[config.mk]
export PLATFORM = sky130hd
export DESIGN_NAME = scsi_target_assist
export DESIGN_NICKNAME = d
export VERILOG_FILES = /design/src/rtl/scsi_assist_pkg.sv /design/src/rtl/scsi_in_sync.sv /design/src/rtl/scsi_hs_seq.sv /design/src/rtl/scsi_target_assist.sv
export SDC_FILE = /design/constraint.sdc
export NUM_CORES = 1
export LEC_CHECK = 0
export ABC_AREA = 1
export BUFFER_PORTS_ARGS = -buffer_cell sky130_fd_sc_hd__buf_2
export CORE_MARGIN = 4
export CORE_UTILIZATION = 64
export CTS_BUF_LIST = sky130_fd_sc_hd__clkbuf_4
export CTS_CLUSTER_SIZE = 14
export DETAILED_ROUTE_END_ITERATION = 6
export GPL_ROUTABILITY_DRIVEN = 1
export MAX_ROUTING_LAYER = met4
export PLACE_DENSITY = 0.87
export SETUP_SLACK_MARGIN = 0.2
export SLEW_MARGIN = 40
export SYNTH_ARGS = -nofsm -noshare
export SYNTH_HDL_FRONTEND = slang
export SYNTH_HIERARCHICAL = 1
export SYNTH_SLANG_ARGS = --single-unit
[constraint.sdc]
create_clock -name clk -period 2.6 [get_ports clk]
set_input_delay 0.13 -clock clk [delete_from_list [all_inputs] [get_ports clk]]
set_output_delay 0.13 -clock clk [all_outputs]
set_load 0.1 [all_outputs]
[src/rtl/scsi_assist_pkg.sv]
package scsi_assist_pkg;
    localparam int BYTE_W = 8;
    localparam int CNT_W  = 2 * BYTE_W;
    localparam int ADDR_W = 3;

    // register addresses
    localparam logic [ADDR_W-1:0] A_LINES  = 3'd0;
    localparam logic [ADDR_W-1:0] A_ASSERT = 3'd1;
    localparam logic [ADDR_W-1:0] A_RXDATA = 3'd2;
    localparam logic [ADDR_W-1:0] A_TXDATA = 3'd3;
    localparam logic [ADDR_W-1:0] A_CNT_HI = 3'd4;
    localparam logic [ADDR_W-1:0] A_CNT_LO = 3'd5;

    // assert register bit positions
    localparam int B_BSY  = 7;
    localparam int B_SEL  = 6;
    localparam int B_CD   = 5;
    localparam int B_IO   = 4;
    localparam int B_MSG  = 3;
    localparam int B_REQ  = 2;
    localparam int B_RST  = 1;
    localparam int B_AUTO = 0;

    typedef struct packed {
        logic bsy;
        logic sel;
        logic ack;
        logic atn;
        logic rst;
    } bus_in_t;

    localparam int BUS_IN_W = $bits(bus_in_t);

    typedef enum logic [1:0] {
        HS_IDLE  = 2'd0,
        HS_REQ   = 2'd1,
        HS_ACKLO = 2'd2
    } hs_state_e;

    function automatic logic [BYTE_W-1:0] pack_status(input bus_in_t l);
        return {l.bsy, l.sel, l.ack, l.atn, l.rst, 3'b000};
    endfunction
endpackage

[src/rtl/scsi_in_sync.sv]
module scsi_in_sync #(
    parameter int W      = 1,
    parameter int STAGES = 2
) (
    input  logic         clk,
    input  logic         rst,
    input  logic [W-1:0] d,
    output logic [W-1:0] q
);
    logic [STAGES-1:0][W-1:0] stg;

    always_ff @(posedge clk) begin
        if (rst) begin
            stg <= '0;
        end else begin
            stg[0] <= d;
            for (int i = 1; i < STAGES; i++) stg[i] <= stg[i-1];
        end
    end

    assign q = stg[STAGES-1];
endmodule

[src/rtl/scsi_hs_seq.sv]
module scsi_hs_seq
    import scsi_assist_pkg::*;
(
    input  logic              clk,
    input  logic              rst,
    input  logic              auto_en,
    input  logic              abort,
    input  logic              dir_out,
    input  logic              ack_s,
    input  logic              tx_go,
    input  logic              rx_full,
    input  logic              cnt_wr_hi,
    input  logic              cnt_wr_lo,
    input  logic [BYTE_W-1:0] wdata,
    output logic              seq_req,
    output logic              busy,
    output logic [CNT_W-1:0]  cnt
);
    hs_state_e state;
    logic      start;

    assign start   = (cnt != '0) && (dir_out ? tx_go : !rx_full);
    assign seq_req = (state == HS_REQ);
    assign busy    = (state != HS_IDLE);

    always_ff @(posedge clk) begin
        if (rst) begin
            state <= HS_IDLE;
            cnt   <= '0;
        end else begin
            if (abort)
                cnt <= '0;
            else if (cnt_wr_hi)
                cnt[CNT_W-1:BYTE_W] <= wdata;
            else if (cnt_wr_lo)
                cnt[BYTE_W-1:0] <= wdata;
            else if (auto_en && state == HS_ACKLO && !ack_s)
                cnt <= cnt - 1'b1;

            if (!auto_en) begin
                state <= HS_IDLE;
            end else begin
                case (state)
                    HS_IDLE:  if (start)  state <= HS_REQ;
                    HS_REQ:   if (ack_s)  state <= HS_ACKLO;
                    HS_ACKLO: if (!ack_s) state <= HS_IDLE;
                    default:              state <= HS_IDLE;
                endcase
            end
        end
    end

    // REQ is only released after ACK was seen, unless auto was dropped
    a_r7_req_drop_after_ack: assert property (@(posedge clk) disable iff (rst)
        ($fell(seq_req) && $past(auto_en)) |-> $past(ack_s));

    // the count moves only by register writes, abort or a single decrement
    a_r7_count_step: assert property (@(posedge clk) disable iff (rst)
        ((cnt != $past(cnt)) && !$past(cnt_wr_hi || cnt_wr_lo || abort))
        |-> (cnt == $past(cnt) - 1'b1));

    // no handshake starts with a zero count
    a_r8_no_req_at_zero: assert property (@(posedge clk) disable iff (rst)
        $rose(seq_req) |-> ($past(cnt) != '0));

    // a receive REQ never starts while a byte is unread
    a_r9_hold_until_read: assert property (@(posedge clk) disable iff (rst)
        ($rose(seq_req) && !$past(dir_out)) |-> !$past(rx_full));
endmodule

[src/rtl/scsi_target_assist.sv]
module scsi_target_assist
    import scsi_assist_pkg::*;
#(
    parameter int SYNC_STAGES = 2
) (
    input  logic              clk,
    input  logic              rst,
    input  logic [ADDR_W-1:0] reg_addr,
    input  logic              reg_wr,
    input  logic              reg_rd,
    input  logic [BYTE_W-1:0] reg_wdata,
    output logic [BYTE_W-1:0] reg_rdata,
    input  logic              bus_bsy_i,
    input  logic              bus_sel_i,
    input  logic              bus_ack_i,
    input  logic              bus_atn_i,
    input  logic              bus_rst_i,
    input  logic [BYTE_W-1:0] bus_data_i,
    output logic              drv_bsy,
    output logic              drv_sel,
    output logic              drv_cd,
    output logic              drv_io,
    output logic              drv_msg,
    output logic              drv_req,
    output logic              drv_rst,
    output logic [BYTE_W-1:0] bus_data_o,
    output logic              bus_data_oe
);
    localparam int SYNC_W = BYTE_W + BUS_IN_W;

    logic [BYTE_W-1:0] asrt_q, tx_q, rx_q;
    logic              rx_full, ack_d;
    logic [SYNC_W-1:0] sync_in, sync_out;
    bus_in_t           lines_s;
    logic [BYTE_W-1:0] data_s;
    logic              rst_bit, auto_en, io_bit, busy, seq_req;
    logic              wr_asrt, wr_tx, tx_go, rd_rx, ack_rise;
    logic [CNT_W-1:0]  cnt;

    assign sync_in = {bus_data_i, bus_bsy_i, bus_sel_i, bus_ack_i, bus_atn_i, bus_rst_i};

    scsi_in_sync #(.W(SYNC_W), .STAGES(SYNC_STAGES)) u_sync (
        .clk (clk),
        .rst (rst),
        .d   (sync_in),
        .q   (sync_out)
    );

    assign data_s  = sync_out[SYNC_W-1:BUS_IN_W];
    assign lines_s = bus_in_t'(sync_out[BUS_IN_W-1:0]);

    assign rst_bit  = asrt_q[B_RST];
    assign auto_en  = asrt_q[B_AUTO] & ~rst_bit;
    assign io_bit   = asrt_q[B_IO];
    assign wr_asrt  = reg_wr && (reg_addr == A_ASSERT);
    assign wr_tx    = reg_wr && (reg_addr == A_TXDATA);
    assign tx_go    = wr_tx && !(auto_en && busy);
    assign rd_rx    = reg_rd && (reg_addr == A_RXDATA);
    assign ack_rise = lines_s.ack && !ack_d;

    scsi_hs_seq u_seq (
        .clk       (clk),
        .rst       (rst),
        .auto_en   (auto_en),
        .abort     (rst_bit),
        .dir_out   (io_bit),
        .ack_s     (lines_s.ack),
        .tx_go     (tx_go),
        .rx_full   (rx_full),
        .cnt_wr_hi (reg_wr && (reg_addr == A_CNT_HI)),
        .cnt_wr_lo (reg_wr && (reg_addr == A_CNT_LO)),
        .wdata     (reg_wdata),
        .seq_req   (seq_req),
        .busy      (busy),
        .cnt       (cnt)
    );

    always_ff @(posedge clk) begin
        if (rst) begin
            asrt_q  <= '0;
            tx_q    <= '0;
            rx_q    <= '0;
            rx_full <= 1'b0;
            ack_d   <= 1'b0;
        end else begin
            ack_d <= lines_s.ack;
            if (wr_asrt) asrt_q <= reg_wdata;
            if (tx_go)   tx_q   <= reg_wdata;
            if (ack_rise && !io_bit) begin
                rx_q    <= data_s;
                rx_full <= 1'b1;
            end else if (rd_rx) begin
                rx_full <= 1'b0;
            end
        end
    end

    assign drv_rst     = rst_bit;
    assign drv_bsy     = asrt_q[B_BSY] & ~rst_bit;
    assign drv_sel     = asrt_q[B_SEL] & ~rst_bit;
    assign drv_cd      = asrt_q[B_CD]  & ~rst_bit;
    assign drv_io      = io_bit        & ~rst_bit;
    assign drv_msg     = asrt_q[B_MSG] & ~rst_bit;
    assign drv_req     = ~rst_bit & (asrt_q[B_AUTO] ? seq_req : asrt_q[B_REQ]);
    assign bus_data_oe = drv_io;
    assign bus_data_o  = tx_q;

    always_comb begin
        case (reg_addr)
            A_LINES:  reg_rdata = pack_status(lines_s);
            A_ASSERT: reg_rdata = asrt_q;
            A_RXDATA: reg_rdata = rx_q;
            A_TXDATA: reg_rdata = tx_q;
            A_CNT_HI: reg_rdata = cnt[CNT_W-1:BYTE_W];
            A_CNT_LO: reg_rdata = cnt[BYTE_W-1:0];
            default:  reg_rdata = '0;
        endcase
    end

    // bus reset excludes every other driven line and the data bus
    a_r4_reset_alone: assert property (@(posedge clk) disable iff (rst)
        drv_rst |-> !(drv_bsy || drv_sel || drv_cd || drv_io || drv_msg || drv_req || bus_data_oe));

    // a bus reset request leaves no transfer count behind
    a_r4_abort_clears: assert property (@(posedge clk) disable iff (rst)
        $past(drv_rst) |-> (cnt == '0));

    // a captured byte is one the synchronized bus carried the cycle before
    a_r10_capture: assert property (@(posedge clk) disable iff (rst)
        (rx_q != $past(rx_q)) |-> (rx_q == $past(data_s)));
endmodule

Word level (Yosys, flattened, before mapping)
Index checks and enable logic that the tools add are counted.
{"block": "word_totals", "in_bits": 28, "rom_bits": 0, "latch_bits": 0, "regBits": 70, "word_cells": 74, "n_memories": 0, "ramBits": 0}
{"block": "classes", "n_mux": 13, "n_div": 0, "shift": 0, "eq_ne": 11, "n_lt_le_gt_ge": 0, "n_reduce_logical": 29, "add_sub_neg": 1, "mul": 0, "bitwise_logic": 10}
{"cell": "8-bit one-hot mux with 6 select lines", "count": 1}
{"cell": "8-bit two-way mux", "count": 3}
{"cell": "16-bit two-way mux", "count": 1}
{"cell": "16-bit nonzero test", "count": 1}
{"cell": "16-bit by 1-bit subtractor with 16-bit output (second input constant)", "count": 1}
{"cell": "1-bit logical AND", "count": 12}
{"cell": "2-bit nonzero test", "count": 4}
{"cell": "1-bit bitwise AND", "count": 7}
{"cell": "3-bit by 2-bit == test with 1-bit output (second input constant)", "count": 2}
{"cell": "3-bit == test (second input constant)", "count": 2}
{"cell": "2-bit two-way mux", "count": 3}
{"cell": "2-bit by 1-bit inequality test with 1-bit output (second input constant)", "count": 3}
{"cell": "2-bit one-hot mux with 3 select lines", "count": 1}
{"cell": "1-bit logical NOT", "count": 5}
{"cell": "1-bit two-way mux", "count": 4}
{"cell": "2-bit AND reduction", "count": 2}
{"cell": "2-bit OR reduction", "count": 2}
{"cell": "3-bit by 1-bit == test with 1-bit output (second input constant)", "count": 1}
{"cell": "3-bit logical NOT", "count": 1}
{"cell": "1-bit NOT", "count": 3}
{"cell": "3-bit AND reduction", "count": 1}
{"cell": "2-bit by 1-bit == test with 1-bit output (second input constant)", "count": 1}
{"cell": "2-bit == test (second input constant)", "count": 1}
{"cell": "2-bit logical NOT", "count": 1}
{"cell": "2-bit inequality test (second input constant)", "count": 1}

Depth between registers and ports, before layout
Gate-level depths: netlist of the first run.
{"block": "depth", "depth_word": 9, "depth_mapped": 11, "depth_no_buf": 11}

Hierarchy
Netlist of the first run, hierarchy kept.
{"module": "scsi_target_assist", "seq_area_each_um2": 520.5, "cells_per_inst": 255, "area_per_inst_um2": 1551.5, "instances": 1}
{"module": "scsi_hs_seq", "seq_area_each_um2": 360.3, "cells_per_inst": 219, "area_per_inst_um2": 1308.8, "instances": 1}
{"module": "scsi_in_sync", "seq_area_each_um2": 520.5, "cells_per_inst": 94, "area_per_inst_um2": 849.6, "instances": 1}

Worst setup path before layout of the first run
Ideal clock, no wire load.
{"block": "synth_path", "path_type": "register to output", "startpoint": "reg asrt_q[1]", "endpoint": "out drv_io", "path_buffers": 2, "t_arrival_ps": 2750, "path_slack_ps": -280, "path_stages_with_launch": 4, "cell_sequence": "dfxtp_1 -> buf_4 -> nor2_1 -> buf_4"}
{"block": "synth_via", "elab_chain_len": 2}
{"element": "start: declaration", "line_no": "scsi_target_assist.sv:31", "text": "logic [BYTE_W-1:0] asrt_q, tx_q, rx_q;"}
{"element": "start signal: assignment", "line_no": "scsi_target_assist.sv:87", "text": "if (wr_asrt) asrt_q <= reg_wdata;"}
{"element": "1-bit NOT", "line_no": "scsi_target_assist.sv:102", "text": "assign drv_io = io_bit & ~rst_bit;"}
{"element": "1-bit bitwise AND", "line_no": "scsi_target_assist.sv:102"}
{"element": "end: declaration", "line_no": "scsi_target_assist.sv:22", "text": "output logic drv_io,"}
Every way passes these cells.

Final worst setup path of the first run
{"block": "layout_path", "startpoint": "reg asrt_q[1]", "endpoint": "reg u_seq.state[0]"}
{"block": "layout_via", "elab_chain_len": 9, "elab_cells_between_ends": 11}
{"element": "1-bit NOT", "line_no": "scsi_target_assist.sv:53", "text": "assign auto_en = asrt_q[B_AUTO] & ~rst_bit;"}
{"element": "1-bit bitwise AND", "line_no": "scsi_target_assist.sv:53"}
{"element": "1-bit logical AND", "line_no": "scsi_target_assist.sv:57", "text": "assign tx_go = wr_tx && !(auto_en && busy);"}
{"element": "1-bit logical NOT", "line_no": "scsi_target_assist.sv:57"}
{"element": "1-bit logical AND", "line_no": "scsi_target_assist.sv:57"}
{"element": "net tx_go", "line_no": "scsi_target_assist.sv:37", "text": "logic wr_asrt, wr_tx, tx_go, rd_rx, ack_rise;"}
{"element": "1-bit two-way mux", "line_no": "scsi_hs_seq.sv:22", "text": "assign start = (cnt != '0) && (dir_out ? tx_go : !rx_full);"}
{"element": "1-bit logical AND", "line_no": "scsi_hs_seq.sv:22"}
{"element": "2-bit by 1-bit inequality test with 1-bit output (no source line)"}
{"element": "3-bit AND reduction (no source line)"}
{"element": "end signal: assignment", "line_no": "scsi_hs_seq.sv:28", "text": "state <= HS_IDLE;"}
{"element": "end signal: assignment", "line_no": "scsi_hs_seq.sv:41", "text": "state <= HS_IDLE;"}
{"element": "end signal: assignment", "line_no": "scsi_hs_seq.sv:44", "text": "HS_IDLE: if (start) state <= HS_REQ;"}
{"element": "end: declaration", "line_no": "scsi_hs_seq.sv:19", "text": "hs_state_e state;"}
The timed path passes the listed nets, and every way through them passes these cells.
A chain may end at the register's enable or synchronous reset.

==> run metrics, run 1 <==
status=complete, no violations; pin count of the biggest net entering global routing=33; Core Region=5574 um2; die area=7079 um2; DRT Wirelength=10.39 mm; syn_nets=597; RSZ-0062 raised after global routing=false; insertion delay of the later-clocked pin in the worst-skew pair=440 ps; most frequent cells in the layout=nand2_1 (114), nor2_1 (108), inv_1 (86); Min Clock Period, post-route=2045 ps; Nets=643; HP Class=in2reg; Setup crit end kind=flip-flop; asr flop ratio synth=0%; crit share post-route=78.66%; Syn. warnings=6; final hold slack=31.17 ps; top post-synthesis cells by area=dfxtp_1 (38%), nand2_1 (12%), nor2_1 (11%), inv_1 (8.7%), nand3_1 (4.7%); CTS tree=done; worst reg2reg setup slack=550 ps; Core Rows=27; number of synthesized flops with an enable pin=0; worst endpoint required time=2970 ps; global-route wire length before repair=16.75 mm; CP Launch Type=flip-flop; Max Slew Vio Count=0; flops & latches, synth=70; Worst Tran Pin Value=622.3 ps; total power=0.002265 W; Max Freq=489.0 MHz; Clock Skew=16.00 ps; GRT busiest layer=met2; CTS max path bufs=2; antenna cells=0; cells on worst reg2reg path=9; Port Buffers=51; Min-Delay Path Depth=4; DRC violations left=0; XOR/XNOR share of the synthesized area=0.2361%; initial core utilization=66.55%; Final Hold Vio Count=0; Yosys top cell by area=dfxtp_1; mean routed wirelength per cell=15.04 um; Unique masters post-synth=30; Power Density=551.0 nW/um2; Setup CP Type=reg2reg; initial antenna violation count=0; reg2reg end=u_seq/state[0]; Congestion Overflow GR=0; setup ws final=554.9 ps; Post-Syn Area per Cell=6.531 um2; CTS buffer count=9; Via-to-Cell Ratio=5.288; Synth top area share=37.77%; H-tree depth=3; hold path endpoint=rx_full; crit path DAT=2420 ps; met3 Resource Use GR=7.164%; Total Routing Usage GR=31.08%; Synth Area in Simple Gates=37.10%; Cells after Synth=568; Area growth syn-to-layout=10.79%; peak supply drop=0.4152 mV; Compound-Gate Fraction of Synth Area=8.702%; setup_tns=0 ps; post-place setup slack=655.7 ps; most common cell after layout, fill and taps aside=nand2_1; critical-path maximum fanout=11; via count=3,654; final-report setup violation count=0; postcts setup bufs=0; hpwl dp=7.116 mm; CTS resizes=0; M1 GR Usage=39.46%; Top Ports=52; Iteration-0 DRC Markers=273; largest family of logic cells by synthesized area=simple AND/OR/NAND/NOR gates; RR Startpoint=asrt_q[1]; crit path from=asrt_q[1]; max_slew headroom=58.47%; layout cells sized above 1=18.26%; M2 GR Usage=47.92%; Post-Synth Adder-Cell Area=0.3373%; hold_sp=reg_rd; top_reg_cell synth=dfxtp_1; die width=84.14 um; post-synthesis mux area share=0%; sequential share of the synthesized area=37.77%; Fill cells=453; Routed Antenna Nets=0; GPL Wtd Cong=1.005; mapped cell area=3710 um2; CTS Root Buffer Type=clkbuf_4; Sink Count=70; Reg clk slew, reported paths=140 ps; max-cap violations=0; Die Y-Extent=84.14 um; Pre-antenna DRT Iters=5; vias in the first global route=3,447; Pleak=2.042 nW
-- kinds of logic (layout without fill, tap and decap cells) --
group	Yosys count	after routing
compound gates	63	63
xor+xnor	1	1
fa+ha+maj	1	1
buf+inv	128	179
flops	70	70
simple gates	305	305
-- stage by stage --
| stage | instance area, um2 | utilization, % | instances |
|---|---|---|---|
| 5_1_grt | 4110 | 73.74 | 691 |
| 3_3_place_gp | 3851 | 69.09 | 662 |
| 3_5_place_dp | 3851 | 69.09 | 662 |
| 6_report | 4110 | 73.74 | 691 |
| 4_1_cts | 4110 | 73.74 | 691 |
| 2_1_floorplan | 3715 | - | 568 |
-- per-layer routing --
layer | wire length [um] | part of all wire [%]
met3 | 913 | 8.8
met1 | 4468 | 43
met4 | 278 | 2.7
met5 | 0 | 0
met2 | 4733 | 46
-- where the power goes --
part	internal (W)	switching, W
Combinational	0.000119	0.000315
Clock	0.000214	0.000474
Sequential	0.00111	0.0000283
-- cells in the mapped netlist, drive strengths merged, types with 2 or more instances --
library cell	instances
nor2	129
nand2	120
inv	97
dfxtp	70
nand3	39
o21ai	35
buf	28
a21oi	26
nand4	10
clkbuf	3
nand3b	2
nor3	2
nor4	2
-- final cells by class --
class | count | area, um2 | share of cell area, %
multi-input cells | 370 | 1725 | 41.98
flip-flops and latches | 70 | 1401 | 34.09
repair buffers | 66 | 400.4 | 9.741
inverters | 97 | 364.1 | 8.858
well taps | 72 | 90.09 | 2.192
clock buffers | 9 | 67.56 | 1.644
clock inverters | 7 | 61.31 | 1.492
-- sequential cells by signal (all words and copies together), names as in the netlist --
signal and flops:
u_seq/cnt 16, u_sync/q 13, u_sync/stg 13, asrt_q 8
bus_data_o 8, rx_q 8, u_seq/state 2, ack_d 1
rx_full 1
-- worst max-delay path, stage by stage, from the launching register on --
cell	delay, ps
dfxtp_1	680
inv_1	130
nand3_2	190
nand2_1	90
nor2_2	320
nand2_1	80
o21ai_0	90
nand2_1	100
o21bai_1	180
a21oi_1	130
-- worst max-delay path by stage --
stage	slack (ps)	endpoint	cells after the start
6_report	550	u_seq/state[0]	9
5_1_grt	380	u_seq/state[0]	9
4_1_cts	620	u_seq/state[0]	9
3_5_place_dp	660	u_seq/state[0]	9
3_3_place_gp	640	u_seq/state[0]	9
2_1_floorplan	240	drv_bsy	2
-- repair_timing --
action,CTS,global route
hold buffers,13,0
hold endpoints to repair,13,0
endpoints found under the setup margin,0,0
No activity file was read; power rests on OpenSTA's default activity.
==> run 2, diff against run 1 <==
--- a/config.mk
+++ b/config.mk
@@ -8,13 +8,13 @@
 export ABC_AREA = 1
 export BUFFER_PORTS_ARGS = -buffer_cell sky130_fd_sc_hd__buf_2
 export CORE_MARGIN = 4
-export CORE_UTILIZATION = 64
+export CORE_UTILIZATION = 59
 export CTS_BUF_LIST = sky130_fd_sc_hd__clkbuf_4
 export CTS_CLUSTER_SIZE = 14
 export DETAILED_ROUTE_END_ITERATION = 6
 export GPL_ROUTABILITY_DRIVEN = 1
 export MAX_ROUTING_LAYER = met4
-export PLACE_DENSITY = 0.87
+export PLACE_DENSITY = 0.81
 export SETUP_SLACK_MARGIN = 0.2
 export SLEW_MARGIN = 40
 export SYNTH_ARGS = -nofsm -noshare
==> constraint.sdc (replaced) <==
create_clock -name clk -period 2 [get_ports clk]
set_input_delay 0.1 -clock clk [delete_from_list [all_inputs] [get_ports clk]]
set_output_delay 0.1 -clock clk [all_outputs]
set_load 0.1 [all_outputs]
==> run 2 against run 1 <==
Final area increased by 2.3%. Wire length shrank 10%. Clock-buffer cell count is the same. Cell count rose by 1.0%. Non-clock buffer count is 4 higher. Register-to-register slack worse by 140 ps. Via count is 2.7% lower. Sequential share of layout area fell by 0.42 points. Flip-flop and latch count unchanged. First-iteration DRC count down 1.5%. Clock power increased by 27%. Critical path type is now reg2out. Largest cell class unchanged. Highest routed layer unchanged.
==> run metrics, run 2 (same netlist as run 1, synthesis figures left out) <==
worst endpoint required time=1900 ps; Setup crit end kind=output pin; initial antenna violation count=0; DRC violations left=0; CTS max path bufs=2; DP Area=3920 um2; Top Ports=52; Reg clk slew, reported paths=130 ps; Setup CP Type=reg2out; Port Buffers=51; Sink Count=70; CP top delay family=flip-flops; CP Launch Type=flip-flop; GPL Wtd Cong=0.9093; Largest stage delay, worst path=460 ps; most common cell after layout, fill and taps aside=nand2_1; Critical-path top delay cell=dfxtp_1; Congestion Overflow GR=0; pin count of the biggest net entering global routing=24; die width=87.30 um; crit share post-route=85.84%; Core Region=6026 um2; antenna cells=0; Reg with most FFs=u_seq/cnt; Cells after DPL=669; global-route wire length before repair=15.34 mm; Via-to-Cell Ratio=5.093; sw frac=35.13%; Min Clock Period, post-route=1717 ps; Pleak=2.067 nW; crit path DAT=1620 ps; CTS tree=done; max reg flops=16; Die Y-Extent=87.30 um; max-cap violations=0; Max Slew Vio Count=0; Switch Pwr=0.001027 W; most frequent cells in the layout=nand2_1 (114), nor2_1 (104), inv_1 (86); mean routed wirelength per cell=13.38 um; hpwl dp=6.877 mm; Finished Core Util=69.75%; Clock Skew=12.33 ps; critical-path maximum fanout=5; Buffers & Inverters on Critical Path=1; Final Hold Vio Count=0; Finished Layout Cells=698; CTS buffer count=9; Nets=647; Clock power frac=29.9%; Max Freq=582.5 MHz; H-tree depth=3; RSZ-0062 raised after global routing=false; Iteration-0 DRC Markers=269; Pint=0.001896 W; die area=7620 um2; worst path cell trace=nand3_1, nand2_1, nand3b_1, buf_2; max_slew headroom=54.52%; Routed Antenna Nets=0; Final Cell Area=4203 um2; DRT Wirelength=9.340 mm; insertion delay of the later-clocked pin in the worst-skew pair=430 ps; setup_tns=0 ps; Area growth syn-to-layout=13.29%; Core Rows=28; Combinational Power Share=19.3%; Power Density=695.3 nW/um2; final-report setup violation count=0; layout cells sized above 1=21.03%; vias in the first global route=3,163; via count=3,555; status=complete, no violations; HP Class=in2reg; initial core utilization=61.57%; Flop pwr share=50.7%; Pre-antenna DRT Iters=6; Worst Tran Pin Value=681.5 ps; CTS Root Buffer Type=clkbuf_4; Total Routing Usage GR=26.68%; peak supply drop=0.6673 mV
run 2: cell types whose count changed in the layout (fill, tap and decap cells not counted), sizes merged:
cell and change:
clkinvlp -1, clkbuf +7, buf -3, clkinv +1
run 2: path summary, 6_finish.rpt:
kind | from | end | cells past startpoint | slack [ps]
max | u_seq/cnt[9] | reg_rdata[1] | 4 | 280
min | reg_rd | rx_full | 4 | 30
max reg2reg | asrt_q[1] | u_seq/state[0] | 9 | 410
min reg2reg | u_sync/stg[8] | u_sync/q[8] | 2 | 410
run 2: what timing repair did:
item,in CTS,in global routing
hold buffers,13,0
gates resized for setup,1,7
gates cloned,0,0
endpoints found under the hold margin,13,0
setup endpoints to repair,1,7
buffers inserted,0,0
run 2: tightest hold or removal path, delay by kind of cell:
family / cells / cell delay, ps
AOI/OAI and AO/OA: 2 / 200
buffers and inverters: 2 / 110
run 2: power by group through the flow:
stage	logic [W]	registers (W)	clock network, W
floorplan	0.000392	0.00155	0
global placement	0.000522	0.00151	0
detailed placement	0.000531	0.00151	0
CTS	0.000552	0.00148	0.000889
global route	0.000617	0.00149	0.000956
finish	0.000564	0.00148	0.000875
run 2: routing by layer:
metal | part of all wire, % | routed length (um) | up-vias | global-route usage (%)
met5 | 0 | 0 | - | -
met4 | 2.4 | 222 | 0 | 10.60
met3 | 6.0 | 558 | 25 | 4.163
met2 | 45 | 4194 | 118 | 39.32
met1 | 47 | 4364 | 1583 | 36.52
li1 | - | - | 1829 | -
run 2: layout make-up:
class / instances / area, um2
multi-input combinational: 370 / 1747
clock buffer: 9 / 67.56
fill: 537 / 1823
tap: 75 / 93.84
inverter: 97 / 364.1
clock inverter: 7 / 65.06
sequential: 70 / 1415
timing repair buffer: 70 / 450.4
run 2: metrics by stage:
| step | total power (W) | setup slack, ps | hold WS (ps) |
|---|---|---|---|
| finish | 0.002922 | 283.3 | 31.54 |
| global route | 0.003063 | 211.8 | 23.71 |
| CTS | 0.002924 | 221.2 | 8.228 |
| detailed placement | 0.002044 | 310.1 | 308.3 |
| global placement | 0.002034 | 354.2 | 298.6 |
| floorplan | 0.001939 | 263.9 | 169.1 |
==> run 3, diff against run 2 <==
--- a/config.mk
+++ b/config.mk
@@ -7,7 +7,6 @@
 export LEC_CHECK = 0
 export ABC_AREA = 1
 export BUFFER_PORTS_ARGS = -buffer_cell sky130_fd_sc_hd__buf_2
-export CORE_MARGIN = 4
 export CORE_UTILIZATION = 59
 export CTS_BUF_LIST = sky130_fd_sc_hd__clkbuf_4
 export CTS_CLUSTER_SIZE = 14
==> run 3 against run 2 <==
Clock skew decreased by 2.0 ps. Worst setup slack better by 32 ps. Utilization grew 1.6 points. Wire length is 4.8% higher. Final area increased by 1.7%. Cell count grew 1.1%. Sequential power about the same. Non-clock buffer count increased by 8. Flip-flop and latch count unchanged. Highest routed layer unchanged.
==> run metrics, run 3 (same netlist as run 1, synthesis figures left out) <==
status=complete, no violations; layout cells sized above 1=20.76%; H-tree depth=3; hpwl dp=6.866 mm; most common cell after layout, fill and taps aside=nand2_1; Core Rows=28; Iteration-0 DRC Markers=389; via count=3,659; Min Clock Period, post-route=1684 ps; Setup crit end kind=output pin; Pre-antenna DRT Iters=5; antenna cells=0; DP Area=3921 um2; Nets=655; crit share post-route=84.22%; final-report setup violation count=0; GPL Wtd Cong=1.023; Worst Tran Pin Value=638.0 ps; critical-path maximum fanout=5; initial core utilization=61.93%; Finished Layout Cells=706; Max Slew Vio Count=0; die area=6609 um2; Port Buffers=51; setup_tns=0 ps; initial antenna violation count=0; Final Cell Area=4274 um2; worst endpoint required time=1900 ps; CP Launch Type=flip-flop; most frequent cells in the layout=nand2_1 (114), nor2_1 (104), inv_1 (86); insertion delay of the later-clocked pin in the worst-skew pair=420 ps; Reg with most FFs=u_seq/cnt; setup ws final=315.6 ps; Cells after DPL=670; global-route wire length before repair=15.62 mm; max-cap violations=0; CTS Root Buffer Type=clkbuf_4; Total Routing Usage GR=32.95%; HP Class=in2reg; max_slew headroom=57.42%; CTS tree=done; CTS max path bufs=2; mean routed wirelength per cell=13.86 um; worst reg2reg setup slack=410 ps; die width=81.30 um; vias in the first global route=3,326; Via-to-Cell Ratio=5.183; Clock Skew=10.34 ps; DRC violations left=0; Finished Core Util=71.35%; most frequent CP cell=nand2_1; Max Freq=593.7 MHz; RSZ-0062 raised after global routing=false; max reg flops=16; Area growth syn-to-layout=15.21%; CTS buffer count=9; crit path DAT=1580 ps; Power Density=686.7 nW/um2; post-place setup slack=327.6 ps; Setup CP Type=reg2out; peak supply drop=0.6775 mV; pin count of the biggest net entering global routing=24; Core Region=5991 um2; Final Hold Vio Count=0; Pleak=2.106 nW; Critical-path top delay cell=dfxtp_1; Sink Count=70; Congestion Overflow GR=0; Reg clk slew, reported paths=130 ps; Routed Antenna Nets=0; Die Y-Extent=81.30 um; Largest stage delay, worst path=490 ps; worst path cell trace=nand3_1, nand2_1, nor2_1, nand2_1, clkbuf_4; Top Ports=52; DRT Wirelength=9.784 mm
[run 3: path summary, 6_finish.rpt]
check | end | from | depth (start not counted)
worst max-delay path | reg_rdata[4] | u_seq/cnt[4] | 5
worst min-delay path | asrt_q[6] | reg_wdata[6] | 5
worst max register to register | u_seq/cnt[6] | asrt_q[0] | 11
worst min register to register | u_sync/q[0] | u_sync/stg[0] | 2
[run 3: area by class of cell]
type | count | area, um2
fill | 521 | 1717
clock buffer | 9 | 67.56
timing repair buffer | 78 | 530.5
multi-input combinational | 370 | 1740
clock inverter | 7 | 62.56
sequential | 70 | 1415
tap | 75 | 93.84
inverter | 97 | 364.1
[run 3: timing repair]
action                                 CTS  global route
endpoints found under the hold margin   14             0
gates resized for setup                  0             9
hold buffers                            20             0
buffers inserted                         0             0
setup endpoints to repair                0             9
[run 3: where the power goes]
part           switching, W  total (W)  leakage (nW)  internal, W
Combinational      0.000411   0.000584          1.46     0.000173
Sequential        0.0000351    0.00148         0.577      0.00145
Clock              0.000587   0.000867        0.0694     0.000281
Total               0.00103    0.00293          2.11      0.00190
[run 3: stage by stage]
step | hold WS [ps] | power [W]
4_1_cts | 9.565 | 0.002921
5_1_grt | 42.09 | 0.003064
3_5_place_dp | 305.5 | 0.002048
2_1_floorplan | 169.1 | 0.001939
6_report | 19.29 | 0.002935
3_3_place_gp | 299.7 | 0.002039
[run 3: worst max-delay path, delay by kind of cell, from the launching register on]
family,cells,cell delay [ps]
flops,1,490
simple gates,4,370
buf+inv,1,320
[run 3: per-layer routing]
layer	GRT usage [%]	wire length, um
met1	42.02	4253
met5	-	0
met3	6.292	766
met2	51.17	4509
met4	12.86	255
